<file path="src/rtl/mio_dma_pkg.sv">
package mio_dma_pkg;

  typedef enum logic [1:0] {
    MODE_M2IO_UP   = 2'b00,
    MODE_M2IO_DOWN = 2'b01,
    MODE_IO2M_UP   = 2'b10,
    MODE_IO2M_DOWN = 2'b11
  } xfer_mode_e;

  typedef enum logic [2:0] {
    ST_IDLE   = 3'd0,
    ST_RD_STB = 3'd1,
    ST_RD_WT  = 3'd2,
    ST_WR_STB = 3'd3,
    ST_WR_WT  = 3'd4
  } seq_state_e;

  // source of the read cycle is the port when the direction bit is set
  function automatic logic src_is_port(input xfer_mode_e m);
    return m[1];
  endfunction

  function automatic logic step_down(input xfer_mode_e m);
    return m[0];
  endfunction

endpackage

</file>
<file path="src/rtl/mio_req_edge.sv">
module mio_req_edge #(
  parameter int STAGES = 2
) (
  input  logic clk,
  input  logic rst_n,
  input  logic req_async,
  output logic req_rise
);
  logic [STAGES-1:0] chain;
  logic              last_q;

  for (genvar i = 0; i < STAGES; i++) begin : g_sync
    if (i == 0) begin : g_first
      always_ff @(posedge clk or negedge rst_n) begin
        if (!rst_n) chain[0] <= 1'b0;
        else        chain[0] <= req_async;
      end
    end else begin : g_next
      always_ff @(posedge clk or negedge rst_n) begin
        if (!rst_n) chain[i] <= 1'b0;
        else        chain[i] <= chain[i-1];
      end
    end
  end

  always_ff @(posedge clk or negedge rst_n) begin
    if (!rst_n) last_q <= 1'b0;
    else        last_q <= chain[STAGES-1];
  end

  assign req_rise = chain[STAGES-1] & ~last_q;
endmodule

</file>
<file path="src/rtl/mio_addr_gen.sv">
module mio_addr_gen
  import mio_dma_pkg::*;
#(
  parameter int MEM_AW = 20,
  parameter int IO_AW  = 16,
  parameter int CNT_W  = 16
) (
  input  logic              clk,
  input  logic              rst_n,
  input  logic              load_ok,
  input  logic [1:0]        cfg_mode,
  input  logic [MEM_AW-1:0] cfg_mem_addr,
  input  logic [IO_AW-1:0]  cfg_io_addr,
  input  logic [CNT_W-1:0]  cfg_count,
  input  logic              step,
  output xfer_mode_e        mode,
  output logic [MEM_AW-1:0] mem_ptr,
  output logic [IO_AW-1:0]  io_ptr,
  output logic              en,
  output logic              done
);
  logic [CNT_W-1:0] remain;
  logic             last_byte;

  assign last_byte = (remain == CNT_W'(1));

  always_ff @(posedge clk or negedge rst_n) begin
    if (!rst_n) begin
      mode    <= MODE_M2IO_UP;
      mem_ptr <= '0;
      io_ptr  <= '0;
      remain  <= '0;
      en      <= 1'b0;
      done    <= 1'b0;
    end else begin
      done <= 1'b0;
      if (load_ok) begin
        mode    <= xfer_mode_e'(cfg_mode);
        mem_ptr <= cfg_mem_addr;
        io_ptr  <= cfg_io_addr;
        remain  <= cfg_count;
        en      <= (cfg_count != '0);
      end else if (step) begin
        // width of mem_ptr makes the step wrap modulo 2^MEM_AW
        if (step_down(mode)) mem_ptr <= mem_ptr - 1'b1;
        else                 mem_ptr <= mem_ptr + 1'b1;
        remain <= remain - 1'b1;
        if (last_byte) begin
          en   <= 1'b0;
          done <= 1'b1;
        end
      end
    end
  end
endmodule

</file>
<file path="src/rtl/mio_bus_seq.sv">
module mio_bus_seq
  import mio_dma_pkg::*;
#(
  parameter int MEM_AW = 20,
  parameter int DW     = 8
) (
  input  logic              clk,
  input  logic              rst_n,
  input  logic              req_rise,
  input  logic              en,
  input  logic              load_ok,
  input  logic              load_req,
  input  xfer_mode_e        mode,
  input  logic [MEM_AW-1:0] mem_ptr,
  input  logic [MEM_AW-1:0] port_addr,
  input  logic [DW-1:0]     rdata,
  output logic [MEM_AW-1:0] addr,
  output logic              is_io,
  output logic              rd,
  output logic              wr,
  output logic [DW-1:0]     wdata,
  output logic              busy,
  output logic              step
);
  seq_state_e     state, state_nxt;
  logic           pend, start;
  logic [DW-1:0]  hold_q;
  logic           rd_phase, wr_phase;

  assign busy  = (state != ST_IDLE);
  assign start = (state == ST_IDLE) && pend && en && !load_req;
  assign step  = (state == ST_WR_WT);

  always_comb begin
    state_nxt = state;
    unique case (state)
      ST_IDLE:   if (start) state_nxt = ST_RD_STB;
      ST_RD_STB: state_nxt = ST_RD_WT;
      ST_RD_WT:  state_nxt = ST_WR_STB;
      ST_WR_STB: state_nxt = ST_WR_WT;
      ST_WR_WT:  state_nxt = ST_IDLE;
      default:   state_nxt = ST_IDLE;
    endcase
  end

  always_ff @(posedge clk or negedge rst_n) begin
    if (!rst_n) state <= ST_IDLE;
    else        state <= state_nxt;
  end

  // one outstanding request; a new edge wins over consumption
  always_ff @(posedge clk or negedge rst_n) begin
    if (!rst_n)                 pend <= 1'b0;
    else if (load_ok || !en)    pend <= 1'b0;
    else if (req_rise)          pend <= 1'b1;
    else if (start)             pend <= 1'b0;
  end

  always_ff @(posedge clk or negedge rst_n) begin
    if (!rst_n)                 hold_q <= '0;
    else if (state == ST_RD_WT) hold_q <= rdata;
  end

  assign rd_phase = (state == ST_RD_STB) || (state == ST_RD_WT);
  assign wr_phase = (state == ST_WR_STB) || (state == ST_WR_WT);

  always_comb begin
    rd    = rd_phase;
    wr    = wr_phase;
    wdata = wr_phase ? hold_q : '0;
    is_io = 1'b0;
    addr  = '0;
    if (rd_phase) begin
      is_io = src_is_port(mode);
      addr  = src_is_port(mode) ? port_addr : mem_ptr;
    end else if (wr_phase) begin
      is_io = !src_is_port(mode);
      addr  = src_is_port(mode) ? mem_ptr : port_addr;
    end
  end
endmodule

</file>
<file path="src/rtl/mio_dma_channel.sv">
module mio_dma_channel
  import mio_dma_pkg::*;
#(
  parameter int MEM_AW      = 20,
  parameter int IO_AW       = 16,
  parameter int CNT_W       = 16,
  parameter int DW          = 8,
  parameter int SYNC_STAGES = 2
) (
  input  logic              clk,
  input  logic              rst_n,
  input  logic              cfg_load,
  input  logic [1:0]        cfg_mode,
  input  logic [MEM_AW-1:0] cfg_mem_addr,
  input  logic [IO_AW-1:0]  cfg_io_addr,
  input  logic [CNT_W-1:0]  cfg_count,
  input  logic              req_in,
  output logic [MEM_AW-1:0] bus_addr,
  output logic              bus_io,
  output logic              bus_rd,
  output logic              bus_wr,
  output logic [DW-1:0]     bus_wdata,
  input  logic [DW-1:0]     bus_rdata,
  output logic              chan_en,
  output logic [1:0]        cur_mode,
  output logic              xfer_done
);
  localparam int PAD_W = MEM_AW - IO_AW;

  logic              req_rise, busy, step, load_ok;
  xfer_mode_e        mode;
  logic [MEM_AW-1:0] mem_ptr, port_ext;
  logic [IO_AW-1:0]  io_ptr;

  assign load_ok  = cfg_load && !busy;
  assign port_ext = {{PAD_W{1'b0}}, io_ptr};
  assign cur_mode = mode;

  mio_req_edge #(.STAGES(SYNC_STAGES)) u_edge (
    .clk(clk), .rst_n(rst_n), .req_async(req_in), .req_rise(req_rise)
  );

  mio_addr_gen #(.MEM_AW(MEM_AW), .IO_AW(IO_AW), .CNT_W(CNT_W)) u_addr (
    .clk(clk), .rst_n(rst_n), .load_ok(load_ok), .cfg_mode(cfg_mode),
    .cfg_mem_addr(cfg_mem_addr), .cfg_io_addr(cfg_io_addr),
    .cfg_count(cfg_count), .step(step), .mode(mode), .mem_ptr(mem_ptr),
    .io_ptr(io_ptr), .en(chan_en), .done(xfer_done)
  );

  mio_bus_seq #(.MEM_AW(MEM_AW), .DW(DW)) u_seq (
    .clk(clk), .rst_n(rst_n), .req_rise(req_rise), .en(chan_en),
    .load_ok(load_ok), .load_req(cfg_load), .mode(mode), .mem_ptr(mem_ptr),
    .port_addr(port_ext), .rdata(bus_rdata), .addr(bus_addr), .is_io(bus_io),
    .rd(bus_rd), .wr(bus_wr), .wdata(bus_wdata), .busy(busy), .step(step)
  );
endmodule

</file>
<file path="config.mk">
export PLATFORM = sky130hd
export DESIGN_NAME = mio_dma_channel
export DESIGN_NICKNAME = d
export VERILOG_FILES = /design/src/rtl/mio_dma_pkg.sv /design/src/rtl/mio_req_edge.sv /design/src/rtl/mio_addr_gen.sv /design/src/rtl/mio_bus_seq.sv /design/src/rtl/mio_dma_channel.sv
export SDC_FILE = /design/constraint.sdc
export NUM_CORES = 1
export LEC_CHECK = 0
export BUFFER_PORTS_ARGS = -buffer_cell sky130_fd_sc_hd__buf_2
export CELL_PAD_IN_SITES_DETAIL_PLACEMENT = 1
export CELL_PAD_IN_SITES_GLOBAL_PLACEMENT = 1
export CORE_MARGIN = 4
export CORE_UTILIZATION = 42
export DETAILED_ROUTE_END_ITERATION = 10
export PLACE_DENSITY = 0.81
export SLEW_MARGIN = 20
export SYNTH_ARGS = -nofsm -noshare
export SYNTH_HDL_FRONTEND = slang
export SYNTH_HIERARCHICAL = 1
export SYNTH_SLANG_ARGS = --single-unit
</file>
<file path="constraint.sdc">
create_clock -name clk -period 2.9 [get_ports clk]
set_input_delay 0.725 -clock clk [delete_from_list [all_inputs] [get_ports clk]]
set_output_delay 0.725 -clock clk [all_outputs]
set_load 0.1 [all_outputs]
</file>
## Yosys cells after proc, flatten, opt, wreduce, memory -nomap -nowiden

Index checks and enable logic that the tools add are counted.

- Bits in registers: 71
- Output and inout port bits: 35

- Multiplexer cells: 23
- Bitwise gates (word level): 2
- Reductions and logical operators: 18
- $add $sub $neg: 3
- Equal/unequal tests: 6

Operators by type and width:

| kind | number |
|---|---|
| 2-to-1 mux 20 bit | 7 |
| 2-to-1 mux 16 bit | 2 |
| adder 20 x 1 -> 20 bit, second input constant | 1 |
| subtractor 20 x 1 -> 20 bit, second input constant | 1 |
| equality test 16 x 1 -> 1 bit, second input constant | 1 |
| nonzero test 16 bit | 1 |
| subtractor 16 x 1 -> 16 bit, second input constant | 1 |
| case mux 3 bit (4 select lines) | 1 |
| 2-to-1 mux 1 bit | 11 |
| 2-to-1 mux 8 bit | 1 |
| equality test 3 x 2 -> 1 bit, second input constant | 2 |
| nonzero test 3 bit | 2 |
| logical AND 1 bit | 4 |
| logical NOT 1 bit | 4 |
| nonzero test 2 bit | 2 |
| equality test 3 x 1 -> 1 bit, second input constant | 1 |
| equality test 3 bit, second input constant | 1 |
| logical NOT 3 bit | 1 |
| logical OR 1 bit | 3 |
| 2-to-1 mux 3 bit | 1 |
| != test 2 x 1 -> 1 bit, second input constant | 1 |
| AND reduction 2 bit | 1 |
| bitwise AND 1 bit | 1 |
| inverter 1 bit | 1 |

## Depth between registers and ports, before layout

- Depth after elaboration: 7
- Depth in mapped cells: 11

## Modules after synthesis

Netlist, hierarchy kept.

By module, submodules not included:

| module | area each (sq um) | cells each | instances |
|---|---|---|---|
| mio_addr_gen | 3313.2 | 344 | 1 |
| mio_bus_seq | 1283.7 | 169 | 1 |
| mio_req_edge | 88.8 | 4 | 1 |
| mio_dma_channel | 17.5 | 2 | 1 |

## Worst setup path after synthesis

No wires, ideal clock.

- Path type: register -> output
- Start: reg u_addr.mode[1]
- End: out bus_addr[10]
- Arrival: 3.023 ns
- Setup slack: -0.848 ns
- Path buffers: 3
- Cell stages (with the launch flop): 5
- Path through: dfrtp_1 -> clkbuf_1 -> clkbuf_1 -> buf_2 -> a32oi_1

- Word-level cells in the longest chain between the ends: 3

Ends and longest elaborated chain:

| element | line | RTL |
|---|---|---|
| start: declaration | mio_addr_gen.sv:16 | `output xfer_mode_e mode,` |
| start signal: assignment | mio_addr_gen.sv:38 | `mode <= xfer_mode_e'(cfg_mode);` |
| 2-to-1 mux 20 bit | mio_bus_seq.sv:78 | `addr = src_is_port(mode) ? mem_ptr : port_addr;` |
| 2-to-1 mux 20 bit | mio_bus_seq.sv:76 | `end else if (wr_phase) begin` |
| 2-to-1 mux 20 bit (*) | mio_bus_seq.sv:73 | `if (rd_phase) begin` |
| end: declaration | mio_dma_channel.sv:18 | `output logic [MEM_AW-1:0] bus_addr,` |

Mark *: on every way between the ends. The rest lies on a longest branch, timed or not.

## Worst setup path in the final report

- Start: reg u_seq.state[1]
- End: out bus_addr[19]

- Word-level cells in the longest chain between the ends: 4

Ends and longest elaborated chain:

| element | line | RTL |
|---|---|---|
| start: declaration | mio_bus_seq.sv:25 | `seq_state_e state, state_nxt;` |
| start signal: assignment | mio_bus_seq.sv:48 | `else state <= state_nxt;` |
| equality test 3 bit | n/a |  |
| net step | mio_dma_channel.sv:30 | `logic req_rise, busy, step, load_ok;` |
| logical OR 1 bit | mio_bus_seq.sv:65 | `assign wr_phase = (state == ST_WR_STB) \|\| (state == ST_WR_WT);` |
| 2-to-1 mux 20 bit | mio_bus_seq.sv:76 |  |
| 2-to-1 mux 20 bit | mio_bus_seq.sv:73 |  |

The timed path passes the listed nets, and every way through them passes these cells.

==> results.md <==
* ANT nets after route at 0
* Pre-antenna DRT Iters at 4
* Sequential area share after synthesis at 0.3778
* Mean number of vias per cell at 5.797
* Clk_lat worst skew at 0.36 ns
* Yosys reg bits at 71
* Routability cong. at a little under 0.9
* Wire length per cell at 19.16 µm
* CTS Root Cell: clkbuf_8
* DRC Markers at 0
* Worst-path clk slew at 0.08 ns
* Core area at roughly 11000 µm²
* Initial antenna violation count at 0
* Synth Flop Type: dfrtp_1
* Period utilization at 0.9809
* Critical path type: reg2out
* Longest Clk Path Bufs at 2
* Worst Path Max Fanout at 18
* # diodes at 0
* Reg2reg path depth at 10
* CP max-delay cell: dfrtp_2
* GRT overflow at 0
* Layout cells sized above 1 at 0.3178
* Critical Path Most Common Cell: buf_12
* Area delta synth->final at 36.37%
* Measured slew at the worst slew-check pin at 0.7348 ns
* Worst path max stage delay at roughly 0.49 ns
* Sink Count at 71
* Ys async rst share at 1.000
* Hold Path Cell Cnt at 0
* Nature of the critical path endpoint: output pin
* Worst Setup Start Kind: flop
* Num CTS Buffers at 9
* Die W at around 110 µm
* Fin worst setup slack at between 0.05 and 0.06 ns
* Required @ worst endpoint at 2.17 ns
* Commonest non-fill, non-tap cell in the layout: buf_2
* Max Transition Viols Final at 0
* Row count at 38
* RR Startpoint: u_addr/mode[0]
* Critical path arrival at 2.12 ns
* CP Cell Sequence: nor3b_4, buf_12, o21ai_0, a32oi_2, buf_12
* Final Core Density at 0.5891
* Most frequent cells in the layout: 69 x buf_2, 67 x o21ai_0, 67 x dfrtp_1
* Fillcell total at 1230
* First-pass GRT wire length at 23270 µm
* Reg2reg end: u_addr/mem_ptr[19]
* Final WL at 14620 µm
* DRT iter0 DRCs at 156
* Gr usage total at 0.2250
* Hold Startpoint: u_edge/chain[0]
* Hold Path End: u_edge/chain[1]
* Setup TNS at 0 ns
* Largest net degree at the start of global routing at 65
* Post-DP HPWL at 10690 µm
* Synthesis warning total at 6
* Worst clock skew at between 0.01 and 0.015 ns
* Setup WS pre-CTS at 0.04333 ns
* Maxcap violations at 0
* CTS tree: yes
* Distinct cells, synth at between 50 and 60
* Rel. slew slack at 0.5101
* I/O pin total at just over 100
* Htree depth at 3
* Final setup viols at 0
* Nets at 705
* Worst Hold Class: reg2reg
* Mapped Area at 4703 µm²
* Vias in the first global route at 4620
* Starting density of the core at 0.4320
* Mean Syn Cell Area at around 9 µm²
* Cts hold-fix bufs at 0
* Die ar. at 12960 µm²
* Chip Height at 113.8 µm
* Worst R2R Setup Slack at between 0.1 and 0.15 ns
* Minimum clock period at 2.845 ns
* Max frequency at 351.5 MHz
* Port Buffers at 100
* Synth Instances at 519
* Final Hold Violating Endpoints at 0
* Routed vias at 4423
* Number of synthesized flops with an enable pin at 0
* Status: finished, final reports clean
## final cells by class
cell class | count | area (µm²) | share of cell area
multi-input cells | 408 | 2995 | 0.4670
flip-flops and latches | 71 | 1784 | 0.2782
repair buffers | 117 | 1190 | 0.1855
inverters | 11 | 41.29 | 0.006438
well taps | 140 | 175.2 | 0.02731
clock inverters | 6 | 90.09 | 0.01405
clock buffers | 10 | 137.6 | 0.02146
## stage by stage
step / hold slack [ns] / area [µm²] / cells
4_1_cts: 0.3723 / 6332 / 760
3_3_place_gp: 0.3357 / 6100 / 744
2_1_floorplan: 0.3312 / 4921 / 526
5_1_grt: 0.3890 / 6414 / 763
6_report: 0.3697 / 6414 / 763
3_5_place_dp: 0.3509 / 6100 / 744
## metal layers
layer | part of all wire | track usage | up-vias | wire length [µm]
li1 | - | - | 2094 | -
met1 | 0.44 | 0.2877 | 2215 | 6362
met4 | 0.010 | 0.06255 | 0 | 146
met5 | 0 | 0 | - | 0
met2 | 0.51 | 0.3926 | 99 | 7485
met3 | 0.043 | 0.03820 | 15 | 624
## worst max-delay path by stage
stage | from | endpoint | slack, ns | cells past startpoint
3_5_place_dp | u_addr/mode[0] | u_addr/mem_ptr[19] | 0.04 | 11
2_1_floorplan | u_addr/mode[1] | bus_addr[18] | -0.05 | 4
6_report | u_seq/state[1] | bus_addr[19] | 0.06 | 5
5_1_grt | u_seq/state[1] | bus_addr[16] | -0.02 | 5
4_1_cts | u_addr/mode[0] | u_addr/mem_ptr[18] | 0.04 | 11
3_3_place_gp | u_addr/mode[0] | u_addr/mem_ptr[18] | 0.21 | 11
## kinds of logic after synthesis
group | count (synthesis) | synth area share
and+or+nand+nor | 144 | 0.1596
DFF | 71 | 0.3778
other | 1 | 0.0007973
muxes | 37 | 0.08593
adders and majority gates | 21 | 0.05746
AOI/OAI and AO/OA | 168 | 0.2208
buffers and inverters | 47 | 0.04176
xor gates and xnor gates | 30 | 0.05587
## cell usage after synthesis (5+ instances only)
library cell	n	area (µm²)
a21oi_1	16	80.08
buf_2	9	45.04
nor4_1	6	37.54
xnor2_1	18	157.7
a21o_1	9	67.56
nand3_1	25	125.1
a32oi_1	19	166.4
and2_1	15	93.84
nor2_1	17	63.81
mux2i_1	10	100.1
dfrtp_1	71	1777
nand2_1	48	180.2
o21ai_0	67	335.3
o21ai_1	10	50.05
a31oi_1	22	137.6
clkbuf_1	22	82.58
xor2_1	12	105.1
nor3_1	9	45.04
inv_1	11	41.29
ha_1	20	250.2
mux2_2	27	304.0
nor2b_1	5	31.28
## what timing repair did
item / CTS / global route
endpoints found under the setup margin: 11 / 17
endpoints found under the hold margin: 0 / 0
setup buffers: 0 / 2
pin swaps: 0 / 2
gates cloned: 0 / 1
resized for setup: 2 / 10
## registers in the layout, summed over array words and instances, names as in the netlist
register        cells
u_addr/en           1
u_edge/chain        2
u_addr/io_ptr      16
u_edge/last_q       1
u_addr/done         1
u_addr/mode         2
u_addr/remain      16
u_seq/state         3
u_addr/mem_ptr     20
u_seq/hold_q        8
u_seq/pend          1
## critical path: cells and delay by family, from the launching register on
family,cells,cell delay (ns)
flops,1,0.49
compound gates,2,0.46
buf+inv,2,0.42
simple gates,1,0.37
Power is left out: the tool's default activity adds up to more than one toggle a clock period on the data nets, which glitch-free logic cannot reach.
